[config.mk]
export PLATFORM = sky130hd
export DESIGN_NAME = ext_irq_sense
export DESIGN_NICKNAME = d
export VERILOG_FILES = /design/src/rtl/eis_pkg.sv /design/src/rtl/eis_sync.sv /design/src/rtl/eis_chan.sv /design/src/rtl/eis_regs.sv /design/src/rtl/ext_irq_sense.sv
export SDC_FILE = /design/constraint.sdc
export NUM_CORES = 1
export LEC_CHECK = 0
export BUFFER_PORTS_ARGS = -buffer_cell sky130_fd_sc_hd__clkbuf_2
export CAP_MARGIN = 20
export CORE_MARGIN = 8
export CORE_UTILIZATION = 30
export DETAILED_ROUTE_END_ITERATION = 7
export PLACE_DENSITY = 0.42
export SLEW_MARGIN = 20
export SYNTH_ARGS = -nofsm -noshare
export SYNTH_HDL_FRONTEND = slang
export SYNTH_SLANG_ARGS = --single-unit
[constraint.sdc]
create_clock -name clk -period 2.6 [get_ports clk]
set_clock_uncertainty 0.2 [all_clocks]
set_input_delay 0.26 -clock clk [delete_from_list [all_inputs] [get_ports clk]]
set_output_delay 0.26 -clock clk [all_outputs]
set_load 0.03 [all_outputs]
[src/rtl/eis_pkg.sv]
package eis_pkg;
  localparam int unsigned DATA_W  = 32;
  localparam int unsigned SENSE_W = 6;

  // sense code bit positions
  localparam int unsigned SNS_LOW  = 0;
  localparam int unsigned SNS_HIGH = 1;
  localparam int unsigned SNS_FALL = 2;
  localparam int unsigned SNS_RISE = 3;

  // fixed register locations (byte addresses)
  localparam int unsigned OFS_REQ    = 'h00;
  localparam int unsigned OFS_EN_CLR = 'h04;
  localparam int unsigned OFS_EN_SET = 'h08;
  localparam int unsigned CPU_STRIDE = 'h10;
  localparam int unsigned OFS_DET    = 'h100;
  localparam int unsigned OFS_MON    = 'h104;
  localparam int unsigned OFS_CFG    = 'h180;
endpackage

[src/rtl/eis_sync.sv]
module eis_sync #(
  parameter int unsigned NUM_CH = 32,
  parameter int unsigned STAGES = 2
) (
  input  logic              clk,
  input  logic              rst_n,
  input  logic [NUM_CH-1:0] pin_i,
  output logic [NUM_CH-1:0] lvl_o,
  output logic [NUM_CH-1:0] prev_o
);
  for (genvar c = 0; c < NUM_CH; c++) begin : g_ch
    logic [STAGES-1:0] sh;
    always_ff @(posedge clk or negedge rst_n) begin
      if (!rst_n) sh <= '0;
      else        sh <= {sh[STAGES-2:0], pin_i[c]};
    end
    assign lvl_o[c] = sh[STAGES-1];
  end

  always_ff @(posedge clk or negedge rst_n) begin
    if (!rst_n) prev_o <= '0;
    else        prev_o <= lvl_o;
  end
endmodule

[src/rtl/eis_chan.sv]
module eis_chan
  import eis_pkg::*;
(
  input  logic               clk,
  input  logic               rst_n,
  input  logic [SENSE_W-1:0] cfg,
  input  logic               lvl,
  input  logic               prev,
  input  logic               clr,
  output logic               detect
);
  logic evt;

  always_comb begin
    evt = (cfg[SNS_LOW]  & ~lvl)
        | (cfg[SNS_HIGH] &  lvl)
        | (cfg[SNS_FALL] &  prev & ~lvl)
        | (cfg[SNS_RISE] & ~prev &  lvl);
  end

  always_ff @(posedge clk or negedge rst_n) begin
    if (!rst_n) detect <= 1'b0;
    else        detect <= evt | (detect & ~clr);
  end


  level_hold_chk: assert property (@(posedge clk) disable iff (!rst_n)
    (cfg[SNS_HIGH] && lvl) |=> detect);


  rise_seen_chk: assert property (@(posedge clk) disable iff (!rst_n)
    (cfg[SNS_RISE] && lvl && !prev) |=> detect);


  clear_idle_chk: assert property (@(posedge clk) disable iff (!rst_n)
    (clr && cfg[3:0] == 4'b0) |=> !detect);


  no_sense_chk: assert property (@(posedge clk) disable iff (!rst_n)
    (cfg == '0 && !detect) |=> !detect);
endmodule

[src/rtl/eis_regs.sv]
module eis_regs
  import eis_pkg::*;
#(
  parameter int unsigned NUM_CH  = 32,
  parameter int unsigned ADDR_W  = 12,
  parameter int unsigned CPU_SEL = 0
) (
  input  logic                            clk,
  input  logic                            rst_n,
  input  logic                            req_valid,
  input  logic                            req_write,
  input  logic [ADDR_W-1:0]               req_addr,
  input  logic [DATA_W-1:0]               req_wdata,
  input  logic [NUM_CH-1:0]               detect,
  input  logic [NUM_CH-1:0]               level,
  output logic [NUM_CH-1:0][SENSE_W-1:0]  cfg_o,
  output logic [NUM_CH-1:0]               en_o,
  output logic [NUM_CH-1:0]               clr_o,
  output logic                            rsp_valid,
  output logic [DATA_W-1:0]               rsp_data
);
  localparam int unsigned BLK     = CPU_SEL * CPU_STRIDE;
  localparam int unsigned A_REQ   = BLK + OFS_REQ;
  localparam int unsigned A_CLR   = BLK + OFS_EN_CLR;
  localparam int unsigned A_SET   = BLK + OFS_EN_SET;
  localparam int unsigned CFG_END = OFS_CFG + 4 * NUM_CH;
  localparam int unsigned IDX_W   = (NUM_CH > 1) ? $clog2(NUM_CH) : 1;

  logic              wr, rd, aligned, cfg_hit, mapped;
  logic [31:0]       a32, cfg_off;
  logic [IDX_W-1:0]  cfg_idx;
  logic [DATA_W-1:0] rd_val;

  assign a32     = 32'(req_addr);
  assign wr      = req_valid &  req_write;
  assign rd      = req_valid & ~req_write;
  assign aligned = (req_addr[1:0] == 2'b00);
  assign cfg_off = a32 - OFS_CFG;
  assign cfg_idx = cfg_off[2 +: IDX_W];
  assign cfg_hit = aligned && (a32 >= OFS_CFG) && (a32 < CFG_END);
  assign mapped  = cfg_hit || a32 == A_REQ || a32 == A_CLR || a32 == A_SET
                || a32 == OFS_DET || a32 == OFS_MON;

  always_ff @(posedge clk or negedge rst_n) begin
    if (!rst_n) begin
      cfg_o <= '0;
    end else if (wr && cfg_hit) begin
      for (int c = 0; c < NUM_CH; c++)
        if (cfg_idx == IDX_W'(c)) cfg_o[c] <= req_wdata[SENSE_W-1:0];
    end
  end

  always_ff @(posedge clk or negedge rst_n) begin
    if (!rst_n)                  en_o <= '0;
    else if (wr && a32 == A_SET) en_o <= en_o |  req_wdata[NUM_CH-1:0];
    else if (wr && a32 == A_CLR) en_o <= en_o & ~req_wdata[NUM_CH-1:0];
  end

  assign clr_o = (wr && a32 == OFS_DET) ? req_wdata[NUM_CH-1:0] : '0;

  always_comb begin
    rd_val = '0;
    if (cfg_hit) begin
      rd_val[SENSE_W-1:0] = cfg_o[cfg_idx];
    end else if (a32 == A_REQ) begin
      rd_val[NUM_CH-1:0] = detect & en_o;
    end else if (a32 == A_CLR) begin
      rd_val[NUM_CH-1:0] = en_o;
    end else if (a32 == OFS_DET) begin
      rd_val[NUM_CH-1:0] = detect;
    end else if (a32 == OFS_MON) begin
      rd_val[NUM_CH-1:0] = level;
    end
  end

  always_ff @(posedge clk or negedge rst_n) begin
    if (!rst_n) begin
      rsp_valid <= 1'b0;
      rsp_data  <= '0;
    end else begin
      rsp_valid <= rd;
      rsp_data  <= rd ? rd_val : '0;
    end
  end


  en_set_chk: assert property (@(posedge clk) disable iff (!rst_n)
    (wr && a32 == A_SET) |=> ((en_o & $past(req_wdata[NUM_CH-1:0])) == $past(req_wdata[NUM_CH-1:0])));


  rsp_timing_chk: assert property (@(posedge clk) disable iff (!rst_n)
    rd |=> rsp_valid);


  unmapped_wr_chk: assert property (@(posedge clk) disable iff (!rst_n)
    (wr && !mapped) |=> ($stable(en_o) && $stable(cfg_o)));
endmodule

[src/rtl/ext_irq_sense.sv]
module ext_irq_sense
  import eis_pkg::*;
#(
  parameter int unsigned NUM_CH      = 32,
  parameter int unsigned ADDR_W      = 12,
  parameter int unsigned SYNC_STAGES = 2,
  parameter int unsigned CPU_SEL     = 0
) (
  input  logic              clk,
  input  logic              rst_n,
  input  logic              req_valid,
  output logic              req_ready,
  input  logic              req_write,
  input  logic [ADDR_W-1:0] req_addr,
  input  logic [31:0]       req_wdata,
  output logic              rsp_valid,
  output logic [31:0]       rsp_data,
  input  logic [NUM_CH-1:0] pin_i,
  output logic [NUM_CH-1:0] irq_o
);
  logic [NUM_CH-1:0]              lvl, prev, det, en, clr;
  logic [NUM_CH-1:0][SENSE_W-1:0] cfg;

  assign req_ready = 1'b1;

  eis_sync #(.NUM_CH(NUM_CH), .STAGES(SYNC_STAGES)) u_sync (
    .clk(clk), .rst_n(rst_n), .pin_i(pin_i), .lvl_o(lvl), .prev_o(prev)
  );

  for (genvar c = 0; c < NUM_CH; c++) begin : g_chan
    eis_chan u_chan (
      .clk(clk), .rst_n(rst_n), .cfg(cfg[c]), .lvl(lvl[c]),
      .prev(prev[c]), .clr(clr[c]), .detect(det[c])
    );
  end

  eis_regs #(.NUM_CH(NUM_CH), .ADDR_W(ADDR_W), .CPU_SEL(CPU_SEL)) u_regs (
    .clk(clk), .rst_n(rst_n), .req_valid(req_valid), .req_write(req_write),
    .req_addr(req_addr), .req_wdata(req_wdata), .detect(det), .level(lvl),
    .cfg_o(cfg), .en_o(en), .clr_o(clr), .rsp_valid(rsp_valid), .rsp_data(rsp_data)
  );

  assign irq_o = det & en;


  irq_masked_chk: assert property (@(posedge clk) disable iff (!rst_n)
    (irq_o & ~en) == '0);
endmodule

## Yosys cells after proc, flatten, opt, wreduce, memory -nomap -nowiden

Cells that the tools add are included.

| storage, ports and cells | value |
|---|---|
| flip-flop bits (word level) | 385 |
| bits of input ports | 80 |
| output and inout bits | 66 |
| word-level logic and storage cells | 648 |

| cells by class | value |
|---|---|
| add/subtract/negate cells | 1 |
| magnitude comparators | 3 |
| equal/unequal tests | 35 |
| muxes and demuxes | 12 |
| bitwise logic cells | 455 |
| reductions and logical operators | 42 |

Operators by type and width:

| kind | number |
|---|---|
| $mux 32 | 8 |
| $and 1x1->1 | 226 |
| $or 1x1->1 | 128 |
| $not 1->1 | 97 |
| $eq 5x5->1 const B | 16 |
| $and 32x32->32 | 2 |
| $reduce_and 2->1 | 32 |
| $eq 5x4->1 const B | 8 |
| $logic_not 32->1 | 1 |
| $not 32->32 | 1 |
| $or 32x32->32 | 1 |
| $bmux 6 s5 | 1 |
| $mux 26 | 1 |
| $eq 12x9->1 const B | 2 |
| $eq 5x3->1 const B | 4 |
| $eq 12x3->1 const B | 1 |
| $eq 12x4->1 const B | 1 |
| $ge 12x9->1 const B | 1 |
| $lt 12x10->1 const B | 1 |
| $mux 6 | 2 |
| $eq 5x2->1 const B | 2 |
| $sub 7x1->7 const B | 1 |
| $logic_and 1x1->1 | 6 |
| $lt 5x6->1 const B | 1 |
| other kinds (4) | 4 |

## Longest topological paths before layout

| logic depth | value |
|---|---|
| depth in word-level cells | 7 |
| mapped depth | 9 |
| gate-level depth less buffers | 5 |

## By module

From an unflattened synthesis, not the netlist that was laid out.

| second synthesis, totals | value |
|---|---|
| cells, all modules | 1,273 |
| area total of the unflattened synthesis | 16,868.7 µm² |

Modules (own cells, without submodules):

| module | times used | cells each | area an instance (µm²) | seq. area each (µm²) |
|---|---|---|---|---|
| eis_regs | 1 | 919 | 12,213.0 | 6,431.2 |
| eis_sync | 1 | 128 | 2,642.5 | 2,402.3 |
| eis_chan | 32 | 6 | 56.3 | 25.0 |
| ext_irq_sense | 1 | 34 | 211.5 | 0.0 |

## Least setup slack after synthesis

OpenSTA, ideal clock, no wires.

| timing path | value |
|---|---|
| path type | input to register |
| from | input req_addr[11] |
| to | register u_regs.cfg_o[84] (netlist name) |
| setup time | 0.125 ns |
| arrival time | 2.724 ns |
| data required time | 2.275 ns |
| setup slack | -0.449 ns |
| cell stages on the path | 8 |
| buffers on the path | 3 |
| cell sequence | or4_1 -> buf_2 -> or3b_1 -> or4b_1 -> buf_4 -> buf_6 -> nor3_4 -> mux2_2 |

| on the way | value |
|---|---|
| longest elaborated chain between the ends | 5 |
| elaborated cells between the ends (all ways) | 6 |
| classes of those cells | order compare: 2; reduce/logical: 4 |

Ends and longest elaborated chain:

| what | RTL line | source |
|---|---|---|
| start: declaration | ext_irq_sense.sv:14 | `input logic [ADDR_W-1:0] req_addr,` |
| $ge 12x9->1 | eis_regs.sv:40 | `assign cfg_hit = aligned && (a32 >= OFS_CFG) && (a32 < CFG_END);` |
| $logic_and 1x1->1 | eis_regs.sv:40 |  |
| $logic_and 1x1->1 * | eis_regs.sv:40 |  |
| $logic_and 1x1->1 * | eis_regs.sv:47 | `end else if (wr && cfg_hit) begin` |
| $reduce_and 2->1 (no line) * | - |  |
| end signal: indexed assignment | eis_regs.sv:49 | `if (cfg_idx == IDX_W'(c)) cfg_o[c] <= req_wdata[SENSE_W-1:0];` |
| end: declaration | eis_regs.sv:16 | `output logic [NUM_CH-1:0][SENSE_W-1:0] cfg_o,` |

Mark *: on every way between the ends. The rest lies on a longest branch, timed or not.
A chain may end at the register's enable or synchronous reset.

## Worst setup path in the final report

| timing path | value |
|---|---|
| from | input req_addr[11] |
| to | register u_regs.cfg_o[77] (netlist name) |

The elaborated chain is that of the path after synthesis.

==> impl_summary.md <==
GRT
After global routing the overflow that remains totals 0. The number of global-route vias before repair came to 12,600. The number of antenna violations at the first check in global routing is 0. The first global-routing pass estimated 80,300 µm of wire. Entering global routing, the biggest net connects 78 pins. Global routing consumed, over all layers together, 16.6% of the routing resources.

Logic synthesis
Synthesis instantiated 59 different standard cells from the library. The post-synthesis register bit count is 385. The most used flip-flop cell after synthesis is sky130_fd_sc_hd__dfrtp_1. The net count after synthesis is 1,344.

The yosys synthesis warning count is 0. The async set or reset register ratio after synthesis is 100%. The fraction of the yosys area taken by sequential cells is 58.0%. The number of instances in the synthesized netlist is 1,264. In this run, synthesis inferred 0 flip-flops with an integrated enable. The dominant cell type by area after synthesis is sky130_fd_sc_hd__dfrtp_1. By area the synthesized netlist is led by sky130_fd_sc_hd__dfrtp_1 58%, sky130_fd_sc_hd__mux2_2 13%, sky130_fd_sc_hd__mux4_2 4.9%. After synthesis, the mean cell area works out to 13.1 µm².

The synthesized design devotes to its leading area cell type 58.0% of total area. Summing every instance area after synthesis gives 0.0166 mm².

Die
For this configuration, the core starts out at a cell density of 30.3%. The height of the die is 251 µm. From left edge to right edge, the die measures 251 µm.

The floorplan has 86 rows. The count of pins on the block boundary is 146. The die outline area is 0.0631 mm². The total area inside the core boundary comes to 0.0549 mm².

Final layout
The final layout contains 1,645 nets. After the flow finishes, the layout carries non-filler instances totaling 2,299. In the final layout, the multi-input gates occupy 0.00670 mm². In the final layout, the share of cells above drive strength 1 is 37.2%. The most common cell after layout, fill and taps aside is sky130_fd_sc_hd__dfrtp_1. The filler cells instantiated in the layout total 5,299.

The area taken by flip-flops and latches is 0.00963 mm². 0 antenna diodes ended up in the layout. Leaving out fill and tap cells, the most frequent cells in the layout are 385 x sky130_fd_sc_hd__dfrtp_1, 165 x sky130_fd_sc_hd__mux2_2, 141 x sky130_fd_sc_hd__clkbuf_2. Compared with the post-synthesis result, the final layout area differs by 29.0%.

Placed design
The count of buffers added on input and output ports is 144. In this run, placement finished with an instance count of 2,160. Summed over all nets, the half-perimeter wirelength after detailed placement is 37,100 µm. Routability-driven placement finished with a final weighted congestion of 0.821. OpenSTA, run right after detailed placement, puts the worst setup slack at -0.520 ns.

Worst setup path
The kind of end point of the critical path is a register. STA puts the critical path data arrival time at 2.79 ns. For the worst setup path, the data required time is 2.86 ns.

The maximum net fanout on the critical path is 8. The worst setup path is of the in2reg kind. The critical path goes through clkbuf_2 > or4_4 > or3b_1 > or4b_1 > buf_4 > nor4_4 > buf_4 > mux2_2. The setup slack on the worst flop-to-flop path is 0.32 ns. The most numerous cell type found on the critical path is sky130_fd_sc_hd__buf_4. The largest individual stage delay along the critical path comes from the cell sky130_fd_sc_hd__or4_4. Measured in cells, the most critical reg-to-reg path has a length of 6. For this run, the slowest stage of the critical path takes 0.56 ns. In this run the critical register-to-register path is launched from u_regs.cfg_o[49]. The startpoint type of the worst setup path is an input port. Counting both buffers and inverters, the worst setup path holds a total of 3. The family with the most delay on the worst path is simple AND/OR/NAND/NOR gates. The reg-to-reg critical path endpoint is u_regs.rsp_data[1].

Run status
The flow ran to the end, and the final reports show no timing, DRC or antenna violations.

Clock network
The number of clock buffers inserted by TritonCTS is 46. Post-CTS repair changed the size of 0 cells. The source-to-sink clock delay at the later pin of the worst-skew pair is 0.58 ns. The count of clock tree sinks is 385.

Clock-pin slew was measured on the worst setup and hold paths at 0.06 ns. The TritonCTS clock tree is yes. CTS built an H-tree with a depth of 2. Counting along the longest clock path gives a buffer depth of 3.

The clock tree root driver cell is sky130_fd_sc_hd__clkbuf_16.

Routing
The routed via count is 11,500. The count of antenna-violating nets left after detailed routing is 0. The routed via count divided by cell count is 5.02. The post-route DRC violation count is 0. The initial detailed-routing violation count is 662. The post-detailed-routing wire length is 52,200 µm. The wire length per cell after detailed routing is 22.7 µm.

The first detailed-routing pass took 5 iterations.

STA
The number of slew-limit violations in the final report is 0. Setup repair after global routing left no endpoint under its margin. The transition time at the pin with the least slew margin is 1.05 ns. The relative slew slack is 30.0%. The count of endpoints failing setup in the final report is 0.

The final critical delay including setup and external delays is 2.53 ns. After layout, the worst setup slack is 0.0734 ns. The peak clock frequency supported by timing is 396 MHz. The post-route fraction of the period consumed by the critical path is 97.2%. The final hold violation count is 0.

Hold path
The worst hold path terminates at u_regs.rsp_data[4]. The worst hold path stage count is 3. The hold path startpoint is req_valid. The path class of the lowest-slack min-delay path is in2reg.

Pwr
The design draws 13.4 mW. In this run the static leakage power is 10.1 nW. The power density of the placed cells is 624 mW/mm². The worst-case IR drop observed on VDD is 0.446 mV.

Flow run
The max-cap check violation count is 0.
-- stage by stage --
stage / area (µm²) / setup TNS [ns] / utilization (%) / hold WS (ns)
floorplan: 16800 / -38.61 / - / -0.236
global placement: 19300 / -56.14 / 35.2 / 0.0105
detailed placement: 19300 / -59.48 / 35.2 / 0.0140
CTS: 21400 / 0 / 39.0 / 0.0820
global route: 21400 / 0 / 39.0 / 0.0971
finish: 21400 / 0 / 39.0 / 0.116
-- sequential cells by signal, summed over array words and instances (netlist names), named ones only --
| register | flops |
|---|---|
| g_chan.u_chan.detect | 32 |
| u_regs.cfg_o | 192 |
| u_regs.rsp_data | 32 |
| u_regs.rsp_valid | 1 |
| u_sync.g_ch.sh | 64 |
| u_sync.prev_o | 32 |
-- worst register-to-register path: cells and delay by family (launching register included) --
family	cells	cell delay, ns
AOI/OAI and AO/OA	3	1.02
buffers and inverters	1	0.21
and+or+nand+nor	2	0.30
DFF	1	0.41
-- report_power, final --
group / internal (mW) / switching [mW]
combinational: 0.288 / 0.459
sequential: 6.08 / 0.0607
clock: 3.94 / 2.53
-- cells in the mapped netlist, drive strengths merged, types with 3 or more instances --
cell	number
inv	36
or3b	4
nor3	14
a222oi	9
o21a	4
mux2i	17
a21o	61
a22oi	19
o22ai	10
nand2b	5
o21ai	5
nand2	95
a211oi	36
and3	3
dfrtp	385
mux2	201
o211ai	3
mux4	36
and2	32
a22o	32
clkbuf	61
nor2	28
a221oi	5
nand4	9
nand3	11
nor4	12
nor2b	6
a21oi	84
buf	13
-- cell families (layout without fill, tap and decap cells) --
| logic type | after synthesis | after routing | share of synthesized area, % |
|---|---|---|---|
| AOI/OAI and AO/OA | 283 | 283 | 11.9 |
| buffers and inverters | 110 | 441 | 2.61 |
| DFF | 385 | 385 | 58.0 |
| muxes | 254 | 254 | 19.5 |
| other | 1 | 1 | 0.0226 |
| and+or+nand+nor | 231 | 231 | 7.92 |
-- per-layer routing --
metal	track usage (%)	wire, µm
met1	22.3	23900
met2	27.4	25100
met3	2.58	2000
met4	4.84	1250
met5	0	0
-- cell type report --
cell class / count / area share [%]
clock buffers: 63 / 5.81
clock inverters: 15 / 1.17
inverters: 36 / 0.631
multi-input cells: 769 / 31.3
flip-flops and latches: 385 / 45.0
well taps: 704 / 4.11
repair buffers: 327 / 12.0
-- what timing repair did --
item	4_1_cts	5_1_grt
buffers inserted	0	0
hold endpoints to repair	469	0
setup endpoints to repair	0	0
hold buffers	61	0
-- worst max-delay path by stage --
stage                     depth (start not counted)         start               end
final                                             8  req_addr[11]  u_regs.cfg_o[77]
after detailed placement                          8  req_addr[11]  u_regs.cfg_o[77]
after CTS                                         8  req_addr[11]  u_regs.cfg_o[77]
after global routing                              8  req_addr[11]  u_regs.cfg_o[77]
after floorplan                                   8  req_addr[11]  u_regs.cfg_o[84]
after global placement                            8  req_addr[11]  u_regs.cfg_o[73]
No activity file was read; power rests on OpenSTA's default activity.
